<file path="src/rtl/rxs_pkg.sv">
package rxs_pkg;
    typedef enum logic [0:0] {
        SEQ_IDLE  = 1'b0,
        SEQ_ARMED = 1'b1
    } seq_state_t;

    typedef enum logic [1:0] {
        GRANT_NONE = 2'd0,
        GRANT_DATA = 2'd1,
        GRANT_EVEN = 2'd2,
        GRANT_EXC  = 2'd3
    } grant_t;
endpackage

</file>
<file path="src/rtl/rxs_read_tracker.sv">
module rxs_read_tracker #(
    parameter int NUM_RX = 4
) (
    input  logic              clk,
    input  logic              rst_n,
    input  logic              clr,
    input  logic              restart,
    input  logic [NUM_RX-1:0] data_rd,
    input  logic [NUM_RX-1:0] rx_en,
    output logic              all_read
);
    logic [NUM_RX-1:0] seen_q;
    logic [NUM_RX-1:0] covered;

    for (genvar i = 0; i < NUM_RX; i++) begin : g_rx
        always_ff @(posedge clk or negedge rst_n) begin
            if (!rst_n) begin
                seen_q[i] <= 1'b0;
            end else if (clr || restart) begin
                seen_q[i] <= 1'b0;
            end else if (data_rd[i]) begin
                seen_q[i] <= 1'b1;
            end
        end
        assign covered[i] = !rx_en[i] || seen_q[i] || data_rd[i];
    end

    assign all_read = (|rx_en) && (&covered);
endmodule

</file>
<file path="src/rtl/rxs_ovr_seq.sv">
module rxs_ovr_seq
    import rxs_pkg::*;
(
    input  logic clk,
    input  logic rst_n,
    input  logic soft_rst,
    input  logic ovr_set,
    input  logic stat_rd,
    input  logic seq_cov,
    output logic ovr_q,
    output logic armed
);
    seq_state_t state_q, state_d;
    logic       seq_done;

    assign seq_done = (state_q == SEQ_ARMED) && !stat_rd && seq_cov;

    always_comb begin
        state_d = state_q;
        unique case (state_q)
            SEQ_IDLE: begin
                if (stat_rd && ovr_q) state_d = SEQ_ARMED;
            end
            SEQ_ARMED: begin
                if (stat_rd)       state_d = SEQ_ARMED;
                else if (seq_cov)  state_d = SEQ_IDLE;
            end
            default: state_d = SEQ_IDLE;
        endcase
    end

    always_ff @(posedge clk or negedge rst_n) begin
        if (!rst_n) begin
            state_q <= SEQ_IDLE;
            ovr_q   <= 1'b0;
        end else if (soft_rst) begin
            state_q <= SEQ_IDLE;
            ovr_q   <= 1'b0;
        end else begin
            state_q <= state_d;
            if (ovr_set)       ovr_q <= 1'b1;
            else if (seq_done) ovr_q <= 1'b0;
        end
    end

    assign armed = (state_q == SEQ_ARMED);
endmodule

</file>
<file path="src/rtl/rxs_irq_arb.sv">
module rxs_irq_arb
    import rxs_pkg::*;
(
    input  logic en_exc,
    input  logic en_even,
    input  logic en_data,
    input  logic full_q,
    input  logic even_q,
    input  logic ovr_q,
    input  logic mute,
    output logic irq_exc,
    output logic irq_even,
    output logic irq_data
);
    grant_t grant;

    always_comb begin
        if (mute)                             grant = GRANT_NONE;
        else if (en_exc && full_q && ovr_q)   grant = GRANT_EXC;
        else if (en_even && even_q)           grant = GRANT_EVEN;
        else if (en_data && full_q)           grant = GRANT_DATA;
        else                                  grant = GRANT_NONE;
    end

    always_comb begin
        irq_exc  = 1'b0;
        irq_even = 1'b0;
        irq_data = 1'b0;
        unique case (grant)
            GRANT_EXC:  irq_exc  = 1'b1;
            GRANT_EVEN: irq_even = 1'b1;
            GRANT_DATA: irq_data = 1'b1;
            default: ;
        endcase
    end
endmodule

</file>
<file path="src/rtl/rx_status_irq.sv">
module rx_status_irq #(
    parameter int NUM_RX = 4
) (
    input  logic              clk,
    input  logic              rst_n,
    input  logic              word_ready,
    input  logic              word_even,
    input  logic              ovr_evt,
    input  logic              stat_rd,
    input  logic [NUM_RX-1:0] data_rd,
    input  logic [NUM_RX-1:0] rx_en,
    input  logic              en_exc,
    input  logic              en_even,
    input  logic              en_data,
    input  logic              rx_soft_rst,
    output logic              irq_exc,
    output logic              irq_even,
    output logic              irq_data,
    output logic              pin_en
);
    logic full_q;
    logic even_q;
    logic ovr_q;
    logic armed;
    logic word_cov;
    logic seq_cov;
    logic ovr_set;
    logic word_in;

    assign word_in = word_ready && !rx_soft_rst;
    assign ovr_set = !rx_soft_rst && (ovr_evt || (word_ready && full_q));

    rxs_read_tracker #(.NUM_RX(NUM_RX)) u_word_trk (
        .clk      (clk),
        .rst_n    (rst_n),
        .clr      (rx_soft_rst),
        .restart  (word_ready),
        .data_rd  (data_rd),
        .rx_en    (rx_en),
        .all_read (word_cov)
    );

    rxs_read_tracker #(.NUM_RX(NUM_RX)) u_seq_trk (
        .clk      (clk),
        .rst_n    (rst_n),
        .clr      (rx_soft_rst),
        .restart  (stat_rd),
        .data_rd  (data_rd),
        .rx_en    (rx_en),
        .all_read (seq_cov)
    );

    always_ff @(posedge clk or negedge rst_n) begin
        if (!rst_n) begin
            full_q <= 1'b0;
            even_q <= 1'b0;
        end else if (rx_soft_rst) begin
            full_q <= 1'b0;
            even_q <= 1'b0;
        end else if (word_in) begin
            full_q <= 1'b1;
            even_q <= even_q || word_even;
        end else if (word_cov) begin
            full_q <= 1'b0;
            even_q <= 1'b0;
        end
    end

    rxs_ovr_seq u_ovr (
        .clk      (clk),
        .rst_n    (rst_n),
        .soft_rst (rx_soft_rst),
        .ovr_set  (ovr_set),
        .stat_rd  (stat_rd),
        .seq_cov  (seq_cov),
        .ovr_q    (ovr_q),
        .armed    (armed)
    );

    rxs_irq_arb u_arb (
        .en_exc   (en_exc),
        .en_even  (en_even),
        .en_data  (en_data),
        .full_q   (full_q),
        .even_q   (even_q),
        .ovr_q    (ovr_q),
        .mute     (rx_soft_rst),
        .irq_exc  (irq_exc),
        .irq_even (irq_even),
        .irq_data (irq_data)
    );

    assign pin_en = !rx_soft_rst;
endmodule

</file>
<file path="config.mk">
export PLATFORM = sky130hd
export DESIGN_NAME = rx_status_irq
export DESIGN_NICKNAME = d
export VERILOG_FILES = /design/src/rtl/rxs_pkg.sv /design/src/rtl/rxs_read_tracker.sv /design/src/rtl/rxs_ovr_seq.sv /design/src/rtl/rxs_irq_arb.sv /design/src/rtl/rx_status_irq.sv
export SDC_FILE = /design/constraint.sdc
export NUM_CORES = 1
export LEC_CHECK = 0
export BUFFER_PORTS_ARGS = -buffer_cell sky130_fd_sc_hd__buf_2
export CORE_MARGIN = 1.5
export CORE_UTILIZATION = 45
export CTS_BUF_LIST = sky130_fd_sc_hd__clkbuf_4
export DETAILED_ROUTE_END_ITERATION = 16
export GPL_ROUTABILITY_DRIVEN = 0
export GPL_TIMING_DRIVEN = 0
export HOLD_SLACK_MARGIN = 0.12
export PLACE_DENSITY = 0.8
export SLEW_MARGIN = 30
export SYNTH_ARGS = -nofsm -noshare
export SYNTH_HDL_FRONTEND = slang
export SYNTH_SLANG_ARGS = --single-unit
</file>
<file path="constraint.sdc">
create_clock -name clk -period 1.49 [get_ports clk]
set_input_delay 0.0745 -clock clk [delete_from_list [all_inputs] [get_ports clk]]
set_output_delay 0.0745 -clock clk [all_outputs]
set_load 0.02 [all_outputs]
</file>
==> impl_metrics.csv, run 1 <==
group,metric,value,unit
status,status,"complete, no violations",
place,dpl.hpwl,1060,um
final_layout,multiInputGateArea,287,sq um
final_layout,layout_commonest_cell,"buf_2",
worst_setup_path,startpoint_type,"flop",
yosys,ys_seq_area_share,50.1,%
final_layout,drive_gt1_share,36.5,%
floorplanning,start_util,51.2,%
final_layout,finalNonFillerCells,99,
routing,wl,1500,um
place,dpl_worst_slack,0.356,ns
timing,finalHoldViolCount,0,
place,portBuffers,20,
floorplanning,die_w,39.5,um
yosys,ys_ff_latch,12,
timing,relSlewSlack,69.6,%
worst_setup_path,reg2reg_from,"u_word_trk.seen_q[0]$_DFFE_PN0P_",
timing,tightest_slew,0.457,ns
place,place_inst,89,
worst_setup_path,critical_path.startpoint,"u_ovr.ovr_q$_DFFE_PN0P_",
worst_setup_path,cp.arrival,1.28,ns
job,cap_violations,0,
timing,finalSetupViolCount,0,
clock_network,clock_latency,0.27,ns
final_layout,area_growth,34.0,%
clock_network,clock-sinks,12,
clock_network,path_clk_slew,0.08,ns
pwr,power.leakage,0.360,nW
routing,via_per_inst,5.72,
pwr,power_density,856,mW/mm^2
clock_network,clk_path_buf_depth,2,
clock_network,cts_buffers,3,
clock_network,htree_levels,1,
final_layout,diodes,0,
final_layout,seq_area,300,sq um
worst_hold_path,min_from,"data_rd[1]",
final_layout,fin_nets,104,
clock_network,cts_tree,"yes",
routing,first_iter_violations,14,
floorplanning,die_h,39.5,um
final_layout,layout_common_cells,"buf_2, dfrtp_1, nor2_1, nor3_1, dlygate4sd3_1",
routing,num_vias,566,
pwr,vdd_ir_drop_max,0.686,mV
grt,grt.overflow.total,0,
timing,fin_ws,0.138,ns
floorplanning,num_io_pins,22,
routing,antenna_left,0,
timing,fin_tns_setup,0,ns
routing,drt_pass1_iterations,4,
yosys,syn_avg_cell_area,10.9,sq um
timing,rsz0062_at_grt,"no",
worst_setup_path,cp_max_fo,5,
worst_hold_path,hold_class,"in2reg",
floorplanning,rows,12,
grt,grt_first_pass_wirelength,2480,um
timing,finClkSkew,0.00468,ns
worst_setup_path,worstPathRequired,1.42,ns
clock_network,cts-root-buf,"clkbuf_4",
grt,grt_pass1_vias,573,
timing,final_max_slew_viol_count,0,
grt,grt_max_degree,13,
clock_network,post_cts_resized,0,
timing,min_period_over_period,90.7,%
grt,grt_usage,24.9,%
floorplanning,core-area,0.00117,sq mm
yosys,yosysWarningCount,0,
timing,fmax,740,MHz
yosys,netlist_area,599,sq um
yosys,yosysUniqueCellTypes,21,
floorplanning,dieArea,0.00156,sq mm
pwr,fin_total_pwr,0.688,mW
timing,min_period,1.35,ns
final_layout,fillers,90,
yosys,syn_nets,73,
yosys,synthCells,55,
routing,drc,0,
grt,antenna_found_initial,0,
routing,wl_per_cell,15.2,um
worst_setup_path,crit_type,"reg2out",
worst_setup_path,end_kind,"primary output",
## worst max-delay path, cell delays in order, from the launching register on
cell     delay [ns]
dfrtp_1        0.43
a22oi_1        0.20
and4_1         0.21
buf_2          0.16
## final timing paths
kind | endpoint | slack [ns] | cells after the start
min in group asynchronous | u_seq_trk.seen_q[1]$_DFFE_PN0P_ | 0.24 | 2
setup / recovery | irq_data | 0.14 | 3
setup reg to reg | even_q$_DFFE_PN0P_ | 0.33 | 3
max in group asynchronous | u_word_trk.seen_q[2]$_DFFE_PN0P_ | 1.04 | 2
hold reg to reg | u_word_trk.seen_q[3]$_DFFE_PN0P_ | 0.55 | 2
hold / removal | u_seq_trk.seen_q[1]$_DFFE_PN0P_ | 0.14 | 3
## per-stage QoR
| step | hold slack (ns) | utilization (%) | instance area [sq um] |
|---|---|---|---|
| after floorplan | -0.221 | - | 599 |
| after global placement | -0.0444 | 61.2 | 717 |
| after detailed placement | -0.0356 | 61.2 | 717 |
| after CTS | 0.142 | 68.6 | 803 |
| after global routing | 0.136 | 68.6 | 803 |
| final | 0.144 | 68.6 | 803 |
## routing by layer
metal / part of all wire (%) / track usage (%) / vias up / wire length [um]
li1: - / - / 266 / -
met1: 37 / 27.5 / 277 / 557
met2: 57 / 43.4 / 19 / 857
met3: 4.7 / 5.68 / 4 / 71
met4: 1.1 / 12.9 / 0 / 17
met5: 0 / 0 / - / 0
## state kept, by name, summed over array words and instances, names as in the netlist
signal and cells:
u_word_trk.seen_q 4, u_ovr.armed 1, u_seq_trk.seen_q 4, even_q 1, u_ovr.ovr_q 1, full_q 1
## power by group
| group | internal [mW] | total, mW | switching (mW) | leakage (nW) |
|---|---|---|---|---|
| registers | 0.343 | 0.357 | 0.0134 | 0.159 |
| logic | 0.0575 | 0.128 | 0.0706 | 0.186 |
| clock network | 0.0969 | 0.203 | 0.106 | 0.0154 |
## cell type report
class	count	share of cell area, %
multi-input cells	40	35.7
flip-flops and latches	12	37.4
clock buffers	3	2.80
repair buffers	26	19.9
well taps	14	2.18
inverters	1	0.467
plain buffers	2	1.09
clock inverters	1	0.467
## kinds of logic after synthesis
| group | synth area share, % |
|---|---|
| buffers and inverters | 2.09 |
| AND/OR/NAND/NOR | 26.7 |
| AO/OA/AOI/OAI | 21.1 |
| flip-flops | 50.1 |
## cells in the mapped netlist
cell type	n	area, sq um
nor2_1	9	33.8
a22oi_1	1	7.51
a211oi_1	2	15.0
nor3_1	8	40.0
a311oi_1	1	8.76
a311oi_2	1	15.0
inv_1	1	3.75
clkbuf_2	1	5.00
clkbuf_1	1	3.75
dfrtp_1	12	300
a21oi_1	5	25.0
a211oi_2	1	12.5
nand2_1	1	3.75
and4_1	2	17.5
nand2b_1	1	6.26
nor3b_2	2	25.0
a2111oi_2	1	15.0
a2111oi_4	1	27.5
nor2b_1	1	6.26
nor3b_1	2	15.0
nor4_2	1	12.5
## repair_timing
item	in CTS	in global routing
hold endpoints to repair	22	0
buffers inserted	0	0
hold buffers	6	0
No activity file was read; power rests on OpenSTA's default activity.
==> run 2, diff against run 1 <==
- CORE_MARGIN: 1.5 -> 5
==> run 2 against run 1 <==
Via count fell by 1.8%. Die area rose by 39%. Global-route usage fell by 8.7 points. Combinational power barely moved. Clock skew fell by 0.0011 ns. Sequential share of layout area fell by 0.96 points. Critical path depth rose by 2. Utilization fell by 4.4 points. Non-clock buffer count rose by 2. Design area rose by 2.6%. Clock-buffer cell count did not move. Critical path type is now in2reg.
==> impl_metrics.csv, run 2 (same netlist as run 1, synthesis figures left out) <==
group,metric,value,unit
final_layout,area_growth,37.6,%
routing,num_vias,556,
worst_setup_path,crit_slowest_cell,"dlygate4sd3_1",
pwr,power_density,836,mW/mm^2
worst_setup_path,critPathBufInv,2,
floorplanning,start_util,46.6,%
timing,tightest_slew,0.464,ns
timing,relSlewSlack,69.1,%
grt,grt_max_degree,13,
timing,fmax,756,MHz
final_layout,top_regs,"u_seq_trk.seen_q (4), u_word_trk.seen_q (4)",
final_layout,drive_gt1_share,35.6,%
timing,final_max_slew_viol_count,0,
grt,grt_usage,16.2,%
clock_network,postCtsSetupBuffers,0,
clock_network,clock-sinks,12,
timing,min_period_over_period,88.7,%
final_layout,layout_commonest_cell,"buf_2",
worst_setup_path,max_stage_delay,0.53,ns
clock_network,cts-root-buf,"clkbuf_4",
routing,wl_per_cell,13.7,um
worst_setup_path,crit_family,"buffers and inverters",
job,cap_violations,0,
worst_setup_path,cp_max_fo,6,
clock_network,clock_latency,0.28,ns
routing,wl,1400,um
routing,first_iter_violations,9,
worst_setup_path,worstPathRequired,1.63,ns
clock_network,clk_path_buf_depth,2,
timing,finalHoldViolCount,0,
floorplanning,die_w,46.5,um
clock_network,cts_buffers,3,
worst_setup_path,crit_type,"in2reg",
floorplanning,rows,13,
worst_setup_path,startpoint_type,"primary input",
routing,antenna_left,0,
timing,hold_ws,0.127,ns
worst_setup_path,reg2reg_from,"u_seq_trk.seen_q[0]$_DFFE_PN0P_",
final_layout,fillers,98,
worst_setup_path,critical_path.startpoint,"stat_rd",
floorplanning,die_h,46.5,um
timing,rsz0062_at_grt,"no",
clock_network,htree_levels,1,
final_layout,layout_common_cells,"buf_2, dfrtp_1, nor2_1, nor3_1, dlygate4sd3_1",
clock_network,cts_tree,"yes",
worst_setup_path,cp.arrival,1.46,ns
place,portBuffers,20,
pwr,vdd_ir_drop_max,0.542,mV
final_layout,fin_nets,106,
routing,via_per_inst,5.45,
floorplanning,core-area,0.00128,sq mm
worst_hold_path,min_from,"word_even",
floorplanning,num_io_pins,22,
grt,grt.overflow.total,0,
timing,fin_tns_setup,0,ns
timing,finalSetupViolCount,0,
grt,antenna_found_initial,0,
timing,finClkSkew,0.00357,ns
status,status,"complete, no violations",
worst_setup_path,crit_chain,"dlygate4sd3_1 -> buf_2 -> nand2b_1 -> a2111oi_4 -> a311oi_2",
pwr,power.leakage,0.368,nW
final_layout,diodes,0,
timing,min_period,1.32,ns
floorplanning,dieArea,0.00216,sq mm
place,dpl.hpwl,1060,um
routing,drc,0,
grt,grt_pass1_vias,578,
worst_hold_path,hold_class,"in2reg",
routing,drt_pass1_iterations,4,
clock_network,path_clk_slew,0.07,ns
worst_setup_path,end_kind,"flop",
grt,grt_first_pass_wirelength,2420,um
## run 2: worst register-to-register path, cell delays in order (launching register included)
cell and delay (ns):
dfrtp_1 0.39, nor3b_1 0.33, a2111oi_4 0.08, a311oi_2 0.22
## run 2: path summary, 6_finish.rpt
check                                              endpoint  slack, ns  cells past startpoint
min reg2reg                u_word_trk.seen_q[3]$_DFFE_PN0P_       0.54                      2
max in group asynchronous   u_seq_trk.seen_q[2]$_DFFE_PN0P_       1.07                      2
max reg2reg                         u_ovr.ovr_q$_DFFE_PN0P_       0.37                      3
min in group asynchronous  u_word_trk.seen_q[0]$_DFFE_PN0P_       0.21                      2
max                                 u_ovr.ovr_q$_DFFE_PN0P_       0.17                      5
min                                      even_q$_DFFE_PN0P_       0.13                      3
## run 2: what timing repair did
| item | CTS | global route |
|---|---|---|
| resized for setup | 0 | 0 |
| endpoints found under the hold margin | 22 | 0 |
| hold buffers | 8 | 0 |
## run 2: final cells by class
| type | instances | area (sq um) | area share [%] |
|---|---|---|---|
| sequential | 12 | 300 | 36.4 |
| timing repair buffer | 28 | 180 | 21.9 |
| clock buffer | 3 | 22.5 | 2.73 |
| multi-input combinational | 40 | 287 | 34.7 |
| buffer | 2 | 8.76 | 1.06 |
| inverter | 1 | 3.75 | 0.455 |
| clock inverter | 1 | 3.75 | 0.455 |
| tap | 15 | 18.8 | 2.28 |
## run 2: power breakdown
| group | switching, mW | internal, mW | leakage [nW] |
|---|---|---|---|
| Clock | 0.107 | 0.0972 | 0.0154 |
| Combinational | 0.0680 | 0.0608 | 0.194 |
| Sequential | 0.0130 | 0.343 | 0.159 |
| Total | 0.188 | 0.501 | 0.368 |
## run 2: routing by layer
layer | share of wire (%) | track usage, % | vias to the layer above
li1 | - | - | 269
met1 | 41 | 18.8 | 270
met3 | 3.6 | 2.73 | 5
met2 | 53 | 26.9 | 12
met4 | 2.4 | 10.8 | 0
met5 | 0 | 0 | -
## run 2: through the flow
stage / instances / power [mW] / worst slack [ns] / instance area [sq um] / utilization [%]
detailed placement: 90 / 0.475 / 0.379 / 718 / 55.9
global route: 102 / 0.727 / 0.105 / 825 / 64.2
CTS: 102 / 0.694 / 0.167 / 825 / 64.2
global placement: 90 / 0.471 / 0.410 / 718 / 55.9
finish: 102 / 0.689 / 0.168 / 825 / 64.2
floorplan: 55 / 0.421 / 0.395 / 599 / -
